## config.mk

```make
export PLATFORM = sky130hd
export DESIGN_NAME = pal_video_timing
export DESIGN_NICKNAME = d
export VERILOG_FILES = /design/src/rtl/pvt_pkg.sv /design/src/rtl/pvt_hcount.sv /design/src/rtl/pvt_vcount.sv /design/src/rtl/pvt_decode.sv /design/src/rtl/pal_video_timing.sv
export SDC_FILE = /design/constraint.sdc
export NUM_CORES = 1
export LEC_CHECK = 0
export ABC_AREA = 0
export BUFFER_PORTS_ARGS = -buffer_cell sky130_fd_sc_hd__buf_2
export CAP_MARGIN = 20
export CORE_UTILIZATION = 25
export CTS_CLUSTER_SIZE = 30
export DETAILED_ROUTE_END_ITERATION = 12
export HOLD_SLACK_MARGIN = 0.12
export PLACE_DENSITY = 0.52
export SYNTH_ARGS = -nofsm -noshare
export SYNTH_HDL_FRONTEND = slang
export SYNTH_SLANG_ARGS = --single-unit
```

## constraint.sdc

```tcl
create_clock -name clk_i -period 6.9 [get_ports clk_i]
set_input_delay 1.38 -clock clk_i [delete_from_list [all_inputs] [get_ports clk_i]]
set_output_delay 1.38 -clock clk_i [all_outputs]
set_load 0.01 [all_outputs]
```

## src/rtl/pvt_pkg.sv

```systemverilog
package pvt_pkg;
  typedef struct packed {
    logic hs;
    logic vs;
    logic de;
  } pvt_flags_t;
endpackage

```

## src/rtl/pvt_hcount.sv

```systemverilog
module pvt_hcount #(
  parameter int LINE_CYC = 1024,
  localparam int HW = $clog2(LINE_CYC)
) (
  input  logic          clk_i,
  input  logic          rst_ni,
  output logic [HW-1:0] cnt_o,
  output logic [HW-1:0] nxt_o,
  output logic          eol_o
);
  logic [HW-1:0] cnt_q;

  assign eol_o = (cnt_q == HW'(LINE_CYC - 1));
  assign nxt_o = eol_o ? '0 : cnt_q + 1'b1;
  assign cnt_o = cnt_q;

  always_ff @(posedge clk_i or negedge rst_ni) begin
    if (!rst_ni) cnt_q <= '0;
    else         cnt_q <= nxt_o;
  end

  AST_H_IN_RANGE: assert property (@(posedge clk_i) disable iff (!rst_ni)
    int'(cnt_q) < LINE_CYC);
endmodule

```

## src/rtl/pvt_vcount.sv

```systemverilog
module pvt_vcount #(
  parameter int LINES = 312,
  localparam int VW = $clog2(LINES)
) (
  input  logic          clk_i,
  input  logic          rst_ni,
  input  logic          eol_i,
  output logic [VW-1:0] cnt_o,
  output logic [VW-1:0] nxt_o
);
  logic [VW-1:0] cnt_q;
  logic          last;

  assign last  = (cnt_q == VW'(LINES - 1));
  assign nxt_o = !eol_i ? cnt_q : (last ? '0 : cnt_q + 1'b1);
  assign cnt_o = cnt_q;

  always_ff @(posedge clk_i or negedge rst_ni) begin
    if (!rst_ni) cnt_q <= '0;
    else         cnt_q <= nxt_o;
  end

  AST_V_STEP_ON_EOL: assert property (@(posedge clk_i) disable iff (!rst_ni)
    !$stable(cnt_q) |-> $past(eol_i));
  AST_V_IN_RANGE: assert property (@(posedge clk_i) disable iff (!rst_ni)
    int'(cnt_q) < LINES);
endmodule

```

## src/rtl/pvt_decode.sv

```systemverilog
module pvt_decode
  import pvt_pkg::*;
#(
  parameter int LINE_CYC  = 1024,
  parameter int HS_CYC    = 64,
  parameter int ACT_START = 256,
  parameter int ACT_W     = 640,
  parameter int LINES     = 312,
  parameter int VS_CYC    = 2560,
  parameter int PIC_START = 28,
  parameter int PIC_H     = 256,
  parameter int COL_W     = 10,
  parameter int ROW_W     = 8,
  localparam int HW = $clog2(LINE_CYC),
  localparam int VW = $clog2(LINES),
  localparam int VS_FULL = VS_CYC / LINE_CYC,
  localparam int VS_REM  = VS_CYC % LINE_CYC
) (
  input  logic [HW-1:0]    h_i,
  input  logic [VW-1:0]    v_i,
  output pvt_flags_t       flags_o,
  output logic [COL_W-1:0] col_o,
  output logic [ROW_W-1:0] row_o
);
  int  h, v;
  logic in_x, in_y;

  always_comb begin
    h = int'(h_i);
    v = int'(v_i);
    in_x = (h >= ACT_START) && (h < ACT_START + ACT_W);
    in_y = (v >= PIC_START) && (v < PIC_START + PIC_H);
    flags_o.hs = (h < HS_CYC);
    // field sync spans whole lines then a partial line
    flags_o.vs = (v < VS_FULL) || ((v == VS_FULL) && (h < VS_REM));
    flags_o.de = in_x && in_y;
    col_o = flags_o.de ? COL_W'(h - ACT_START) : '0;
    row_o = flags_o.de ? ROW_W'(v - PIC_START) : '0;
  end
endmodule

```

## src/rtl/pal_video_timing.sv

```systemverilog
module pal_video_timing
  import pvt_pkg::*;
#(
  parameter int LINE_CYC  = 1024,
  parameter int HS_CYC    = 64,
  parameter int ACT_START = 256,
  parameter int ACT_W     = 640,
  parameter int LINES     = 312,
  parameter int VS_CYC    = 2560,
  parameter int PIC_START = 28,
  parameter int PIC_H     = 256,
  parameter int COL_W     = $clog2(ACT_W),
  parameter int ROW_W     = $clog2(PIC_H)
) (
  input  logic             clk_i,
  input  logic             rst_ni,
  output logic             hsync_o,
  output logic             csync_no,
  output logic             de_o,
  output logic [COL_W-1:0] col_o,
  output logic [ROW_W-1:0] row_o
);
  localparam int HW = $clog2(LINE_CYC);
  localparam int VW = $clog2(LINES);

  logic [HW-1:0]    h_q, h_nxt;
  logic [VW-1:0]    v_q, v_nxt;
  logic             eol;
  pvt_flags_t       flags_nxt;
  logic [COL_W-1:0] col_nxt;
  logic [ROW_W-1:0] row_nxt;

  pvt_hcount #(.LINE_CYC(LINE_CYC)) u_hcount (
    .clk_i(clk_i), .rst_ni(rst_ni), .cnt_o(h_q), .nxt_o(h_nxt), .eol_o(eol)
  );

  pvt_vcount #(.LINES(LINES)) u_vcount (
    .clk_i(clk_i), .rst_ni(rst_ni), .eol_i(eol), .cnt_o(v_q), .nxt_o(v_nxt)
  );

  // decode the next position so registered outputs line up with the counters
  pvt_decode #(
    .LINE_CYC(LINE_CYC), .HS_CYC(HS_CYC), .ACT_START(ACT_START), .ACT_W(ACT_W),
    .LINES(LINES), .VS_CYC(VS_CYC), .PIC_START(PIC_START), .PIC_H(PIC_H),
    .COL_W(COL_W), .ROW_W(ROW_W)
  ) u_decode (
    .h_i(h_nxt), .v_i(v_nxt), .flags_o(flags_nxt), .col_o(col_nxt), .row_o(row_nxt)
  );

  always_ff @(posedge clk_i or negedge rst_ni) begin
    if (!rst_ni) begin
      hsync_o  <= 1'b1;
      csync_no <= 1'b0;
      de_o     <= 1'b0;
      col_o    <= '0;
      row_o    <= '0;
    end else begin
      hsync_o  <= flags_nxt.hs;
      csync_no <= !(flags_nxt.vs || flags_nxt.hs);
      de_o     <= flags_nxt.de;
      col_o    <= col_nxt;
      row_o    <= row_nxt;
    end
  end

  AST_HS_AT_LINE_START: assert property (@(posedge clk_i) disable iff (!rst_ni)
    (h_q == '0) |-> hsync_o);
  AST_CSYNC_LINE0_LOW: assert property (@(posedge clk_i) disable iff (!rst_ni)
    (v_q == '0) |-> !csync_no);
  AST_CSYNC_FOLLOWS_HS: assert property (@(posedge clk_i) disable iff (!rst_ni)
    (int'(v_q) > VS_CYC / LINE_CYC) |-> (csync_no == !hsync_o));
  AST_DE_COORD_ZERO: assert property (@(posedge clk_i) disable iff (!rst_ni)
    !de_o |-> (col_o == '0 && row_o == '0));
  AST_DE_RISE_ALIGNED: assert property (@(posedge clk_i) disable iff (!rst_ni)
    $rose(de_o) |-> (col_o == '0 && h_q[2:0] == 3'd0));
endmodule

```

==> results of run 1 <==
-- kinds of logic after synthesis --
logic type / count (synthesis)
AOI/OAI and AO/OA: 27
xor gates and xnor gates: 11
adders and majority gates: 4
buffers and inverters: 15
DFF: 40
and+or+nand+nor: 76
-- Yosys cell counts, types with 4 or more instances --
cell type / number
dfrtp_1: 39
nor2_1: 14
nand2_1: 12
inv_1: 10
and2_1: 8
nor3_1: 8
a21oi_1: 7
nand4_1: 7
xnor2_1: 6
nand3_1: 5
o21ai_0: 5
xor2_1: 5
ha_1: 4
-- report_power, final --
part / total (mW) / internal [mW] / switching (mW)
sequential: 0.234 / 0.234 / 0
clock: 0.209 / 0.128 / 0.0809
combinational: 0.00454 / 0.000205 / 0.00434
-- final timing paths --
check                                             from                           to  slack (ns)  depth (start not counted)
max                        u_hcount.cnt_o[2]$_DFF_PN0_           row_o[0]$_DFF_PN0_        3.64                         12
min                        u_hcount.cnt_o[4]$_DFF_PN0_  u_hcount.cnt_o[4]$_DFF_PN0_        0.54                          1
max reg2reg                u_hcount.cnt_o[2]$_DFF_PN0_           row_o[0]$_DFF_PN0_        3.64                         12
min reg2reg                u_hcount.cnt_o[4]$_DFF_PN0_  u_hcount.cnt_o[4]$_DFF_PN0_        0.54                          1
max in group asynchronous                       rst_ni           col_o[1]$_DFF_PN0_        5.14                          1
min in group asynchronous                       rst_ni           row_o[6]$_DFF_PN0_        1.20                          1
-- through the flow --
stage / hold slack [ns] / power, mW / worst slack, ns
final: 0.537 / 0.447 / 3.64
after global routing: 0.581 / 0.466 / 3.34
after CTS: 0.539 / 0.453 / 3.61
after detailed placement: 0.523 / 0.244 / 3.62
after global placement: 0.518 / 0.244 / 3.76
after floorplan: 0.469 / 0.239 / 4.11
-- layer usage --
metal  wire (um)  up-vias  GRT usage  share of wire
met5           0        -          0              0
met4          93        0     0.0606          0.024
met3         137       10     0.0277          0.035
met2        1790       27      0.175           0.46
met1        1880      675      0.151           0.48
li1            -      669          -              -
-- sequential cells by signal, summed over array words and instances (netlist names) --
signal	count
de_o	1
csync_no	1
u_hcount.cnt_o	10
col_o	10
u_vcount.cnt_o	9
hsync_o	1
row_o	8
-- final cells by class --
cell class                      count  area (um^2)  area share
Clock buffer                        7         96.3      0.0435
Clock inverter                      1         30.0      0.0135
Inverter                           11         43.8      0.0198
Multi-Input combinational cell    118          811       0.366
Sequential cell                    40         1000       0.452
Tap cell                           99          124      0.0559
Timing Repair Buffer               22          110      0.0497
==> results_dict.tcl, run 1 <==
set metrics [dict create \
    status "finished clean" \
    final_core_util 0.302 \
    post-cts-setup-buffers 0 \
    clk_latency_ns 0.30 \
    synth_nets 179 \
    slowest_stage "o31ai_1" \
    firstDrtPassIters 4 \
    crit_chain "and4_1, nand4_1, o31ai_1, ha_1, and2b_1, a41o_2, a31o_2, a31oi_1, and4_4, nor2_4, inv_4, and2_1" \
    fillers 740 \
    synth_top_family_by_area "simple AND/OR/NAND/NOR gates" \
    synth_area_leaders "dfrtp_1, nor2_1, xnor2_1, and2_1, ha_1" \
    cts.path.max_buffers 2 \
    placed_cells 290 \
    areaGrowthSynthToFinish_pct 16.3 \
    post-route-period-util 0.472 \
    drive_gt1_frac 0.246 \
    synth_mux_area_frac 0 \
    period_minus_slack_ns 3.26 \
    syn_avg_cell_area_um2 11.0 \
    setup_viol 0 \
    final_area_um2 2220 \
    grt_max_degree 41 \
    wl_per_cell_um 13.1 \
    nNetsFinal 204 \
    fin_skew_ns 0.0100 \
    synthSimpleGateAreaFrac 0.239 \
    ioPinCount 23 \
    clk_pin_slew_ns 0.08 \
    tightest_slew_ns 0.878 \
    clock.fmax_ghz 0.307 \
    die_area_um2 7980 \
    worst_ep_arrival_time_ns 3.44 \
    drc 0 \
    portBuffers 22 \
    vias 1381 \
    cp_max_fo 10 \
    start_util 0.260 \
    async_reset_ff_frac 1.00 \
    end_kind "register" \
    cp_top_family "simple AND/OR/NAND/NOR gates" \
    yosysSeqAreaShare 0.526 \
    core_um2 7330 \
    grt_pass1_wl_mm 6.75 \
    grtUsageTotal 0.115 \
    place.gp.congestion 0.771 \
    hold_violations 0 \
    grt_pass1_vias 1392 \
    yosysTopAreaCellShare 0.512 \
    hp-class "register to register" \
    required_ns 7.08 \
    diodes 0 \
    antenna_found_initial 0 \
    syn_area_um2 1910 \
    dpl_cell_area_um2 2090 \
    row_count 31 \
    routed_wirelength_mm 3.91 \
    root_buffer "clkbuf_8" \
    drt_iter0_markers 51 \
    ys_warn_count 0 \
    synth_compound_area_frac 0.110 \
    critPathMaxStageDelay_ns 0.55 \
    critPathBufInv 1 \
    slew_headroom 0.414 \
    synth-edff-count 0 \
    synthAdderAreaFrac 0.0262 \
    final_antenna_net_count 0 \
    fin_cells 298 \
    cap_violations 0 \
    synth_largest_area_cell "dfrtp_1" \
    cts_htree_levels 2 \
    yosysUniqueCellTypes 47 \
    dp_hpwl_mm 2.80 \
    drv_slew 0 \
    setup_tns_ns 0 \
    die_y_um 89.3 \
    final_common_cell "dfrtp_1" \
    rsz0062_at_grt "false" \
    cts_tree "built" \
    chipWidth_um 89.3 \
    vdd_drop_max_mv 0.0648 \
    p_leak_nw 1.07 \
    hold_buffers 0 \
    post_cts_resized 0 \
    clock-sinks 40 \
    ys_ff_latch 40 \
    vias_per_cell 4.63 \
    critPathKind "register to register" \
    powerDensity_nw_per_um2 202 \
    synthCells 173 \
    critPathLaunchType "register" \
    synth_xor_area_frac 0.0505 \
    cts_inserted_buffers 5 \
    synth-main-ff-cell "dfrtp_1" \
    layout_common_cells "dfrtp_1, buf_2, nor2_1, nand2_1, inv_1" \
    grt_overflow 0 \
]
No activity file was read; power rests on OpenSTA's default activity.
==> inputs of run 2 (changes only) <==
--- a/config.mk
+++ b/config.mk
@@ -12,7 +12,7 @@
 export CTS_CLUSTER_SIZE = 30
 export DETAILED_ROUTE_END_ITERATION = 12
 export HOLD_SLACK_MARGIN = 0.12
-export PLACE_DENSITY = 0.52
+export PLACE_DENSITY = 0.53
 export SYNTH_ARGS = -nofsm -noshare
 export SYNTH_HDL_FRONTEND = slang
 export SYNTH_SLANG_ARGS = --single-unit
==> constraint.sdc (replaced) <==
create_clock -name clk_i -period 2.8 [get_ports clk_i]
set_input_delay 0.56 -clock clk_i [delete_from_list [all_inputs] [get_ports clk_i]]
set_output_delay 0.56 -clock clk_i [all_outputs]
set_load 0.01 [all_outputs]
==> run 2 against run 1 <==
Die area did not move. Final cell count rose by 8.7%. Wire length increased by 7.4%. Combinational power is 150% higher. Power up 140%. Highest routed layer unchanged.
==> results_dict.tcl, run 2 (synthesis results as in run 1) <==
set metrics [dict create \
    place.gp.congestion 0.894 \
    p_int_uw 841 \
    tightest_slew_ns 0.879 \
    critical_path.endpoint "col_o[4]$_DFF_PN0_" \
    dp_hpwl_mm 2.95 \
    grt_max_degree 41 \
    r2r_start "u_vcount.cnt_o[1]$_DFF_PN0_" \
    drv_slew 0 \
    period_minus_slack_ns 2.71 \
    p_leak_nw 1.19 \
    clock.fmax_ghz 0.369 \
    cts_htree_levels 2 \
    fin_skew_ns 0.00752 \
    r2r_slack_ns 0.09 \
    layout_common_cells "dfrtp_1, buf_4, buf_2, nor2_1, nand2_1" \
    vdd_drop_max_mv 0.136 \
    die_y_um 89.3 \
    vias_per_cell 4.53 \
    end_kind "register" \
    firstDrtPassIters 4 \
    cts_tree "built" \
    drc 0 \
    hold_violations 0 \
    start_util 0.260 \
    p_sw_uw 213 \
    clock-sinks 40 \
    routed_wirelength_mm 4.20 \
    critPathLaunch "u_vcount.cnt_o[1]$_DFF_PN0_" \
    vias 1467 \
    pre_cts_slack_ns -0.0278 \
    nNetsFinal 230 \
    required_ns 3.04 \
    row_count 31 \
    setup_tns_ns 0 \
    drt_iter0_markers 100 \
    powerDensity_nw_per_um2 427 \
    hold_buffers 0 \
    reg2reg_to "col_o[4]$_DFF_PN0_" \
    cap_violations 0 \
    power_frac_seq 0.547 \
    root_buffer "clkbuf_8" \
    clk_pin_slew_ns 0.08 \
    final_antenna_net_count 0 \
    status "finished clean" \
    grt_overflow 0 \
    p_comb_frac 0.011 \
    chipWidth_um 89.3 \
    fin_ws_ns 0.0903 \
    ioPinCount 23 \
    dpl_cell_area_um2 2240 \
    worst_ep_arrival_time_ns 2.95 \
    drive_gt1_frac 0.382 \
    final_area_um2 2470 \
    hp-class "input port to asynchronous set/reset pin" \
    grtUsageTotal 0.117 \
    setup_viol 0 \
    portBuffers 22 \
    cts.path.max_buffers 2 \
    grt_pass1_wl_mm 6.88 \
    antenna_found_initial 0 \
    die_area_um2 7980 \
    critPathKind "register to register" \
    pwr-share-clk 0.442 \
    cts_inserted_buffers 5 \
    areaGrowthSynthToFinish_pct 29.6 \
    holdWs_ns 0.383 \
    grt_pass1_vias 1408 \
    cp_max_fo 5 \
    clk_latency_ns 0.29 \
    slew_headroom 0.414 \
    final_common_cell "dfrtp_1" \
    wl_per_cell_um 13.0 \
    swShare 0.202 \
    critPathLaunchType "register" \
    diodes 0 \
    post-route-period-util 0.968 \
    core_um2 7330 \
    rr_worst_depth 9 \
]
-- run 2: changes by cell type in the layout (fill, tap and decap cells not counted), moves of 2 or more --
cell	previous run	this run
buf_4	0	25
clkbuf_8	7	5
ha_1	4	2
ha_2	0	2
-- run 2: power by group through the flow --
stage,sequential (mW),combinational [mW],clock [mW]
floorplan,0.589,0.000000371,0
global placement,0.589,0.0121,0
detailed placement,0.589,0.0126,0
CTS,0.577,0.0125,0.488
global route,0.577,0.0144,0.518
finish,0.577,0.0112,0.466
-- run 2: worst min path at each step --
stage,cells past startpoint,end,slack [ns]
floorplan,0,col_o[0]$_DFF_PN0_,0.26
global placement,2,u_hcount.cnt_o[0]$_DFF_PN0_,0.54
detailed placement,2,u_hcount.cnt_o[0]$_DFF_PN0_,0.54
CTS,1,col_o[0]$_DFF_PN0_,0.42
global route,1,row_o[5]$_DFF_PN0_,0.47
finish,1,row_o[5]$_DFF_PN0_,0.38
-- run 2: critical path: stages (launching register included) --
cell and delay [ns]:
dfrtp_1 0.41, ha_2 0.19, and4_2 0.23, and2_1 0.16, or4b_4 0.52, a221o_1 0.41, a311oi_4 0.41, nor2_4 0.11
inv_4 0.08, and2_4 0.13
-- run 2: final cells by class --
cell class              count  area (um^2)
clock buffers               5         68.8
well taps                  99          124
repair buffers             47          298
clock inverters             3         42.5
flip-flops and latches     40         1000
inverters                  11         43.8
fillers                   744         4860
multi-input cells         119          892
-- run 2: what timing repair did --
action / in CTS / in global routing
hold endpoints to repair: 0 / 0
endpoints found under the setup margin: 8 / 19
pin swaps: 0 / 8
gates cloned: 1 / 0
gates resized for setup: 2 / 13
buffers inserted: 0 / 5
-- run 2: metal layers --
metal / vias up / share of wire / GRT usage / wire length (um)
met5: - / 0 / 0 / 0
met4: 0 / 0.015 / 0.0390 / 63
met3: 5 / 0.046 / 0.0369 / 191
met2: 33 / 0.46 / 0.177 / 1940
met1: 702 / 0.48 / 0.160 / 2000
li1: 727 / - / - / -
-- run 2: per-stage QoR --
step	utilization	std cells	power [mW]
2_1_floorplan	-	173	0.589
3_5_place_dp	0.306	310	0.601
5_1_grt	0.337	324	1.11
6_report	0.337	324	1.05
4_1_cts	0.322	319	1.08
3_3_place_gp	0.306	310	0.601
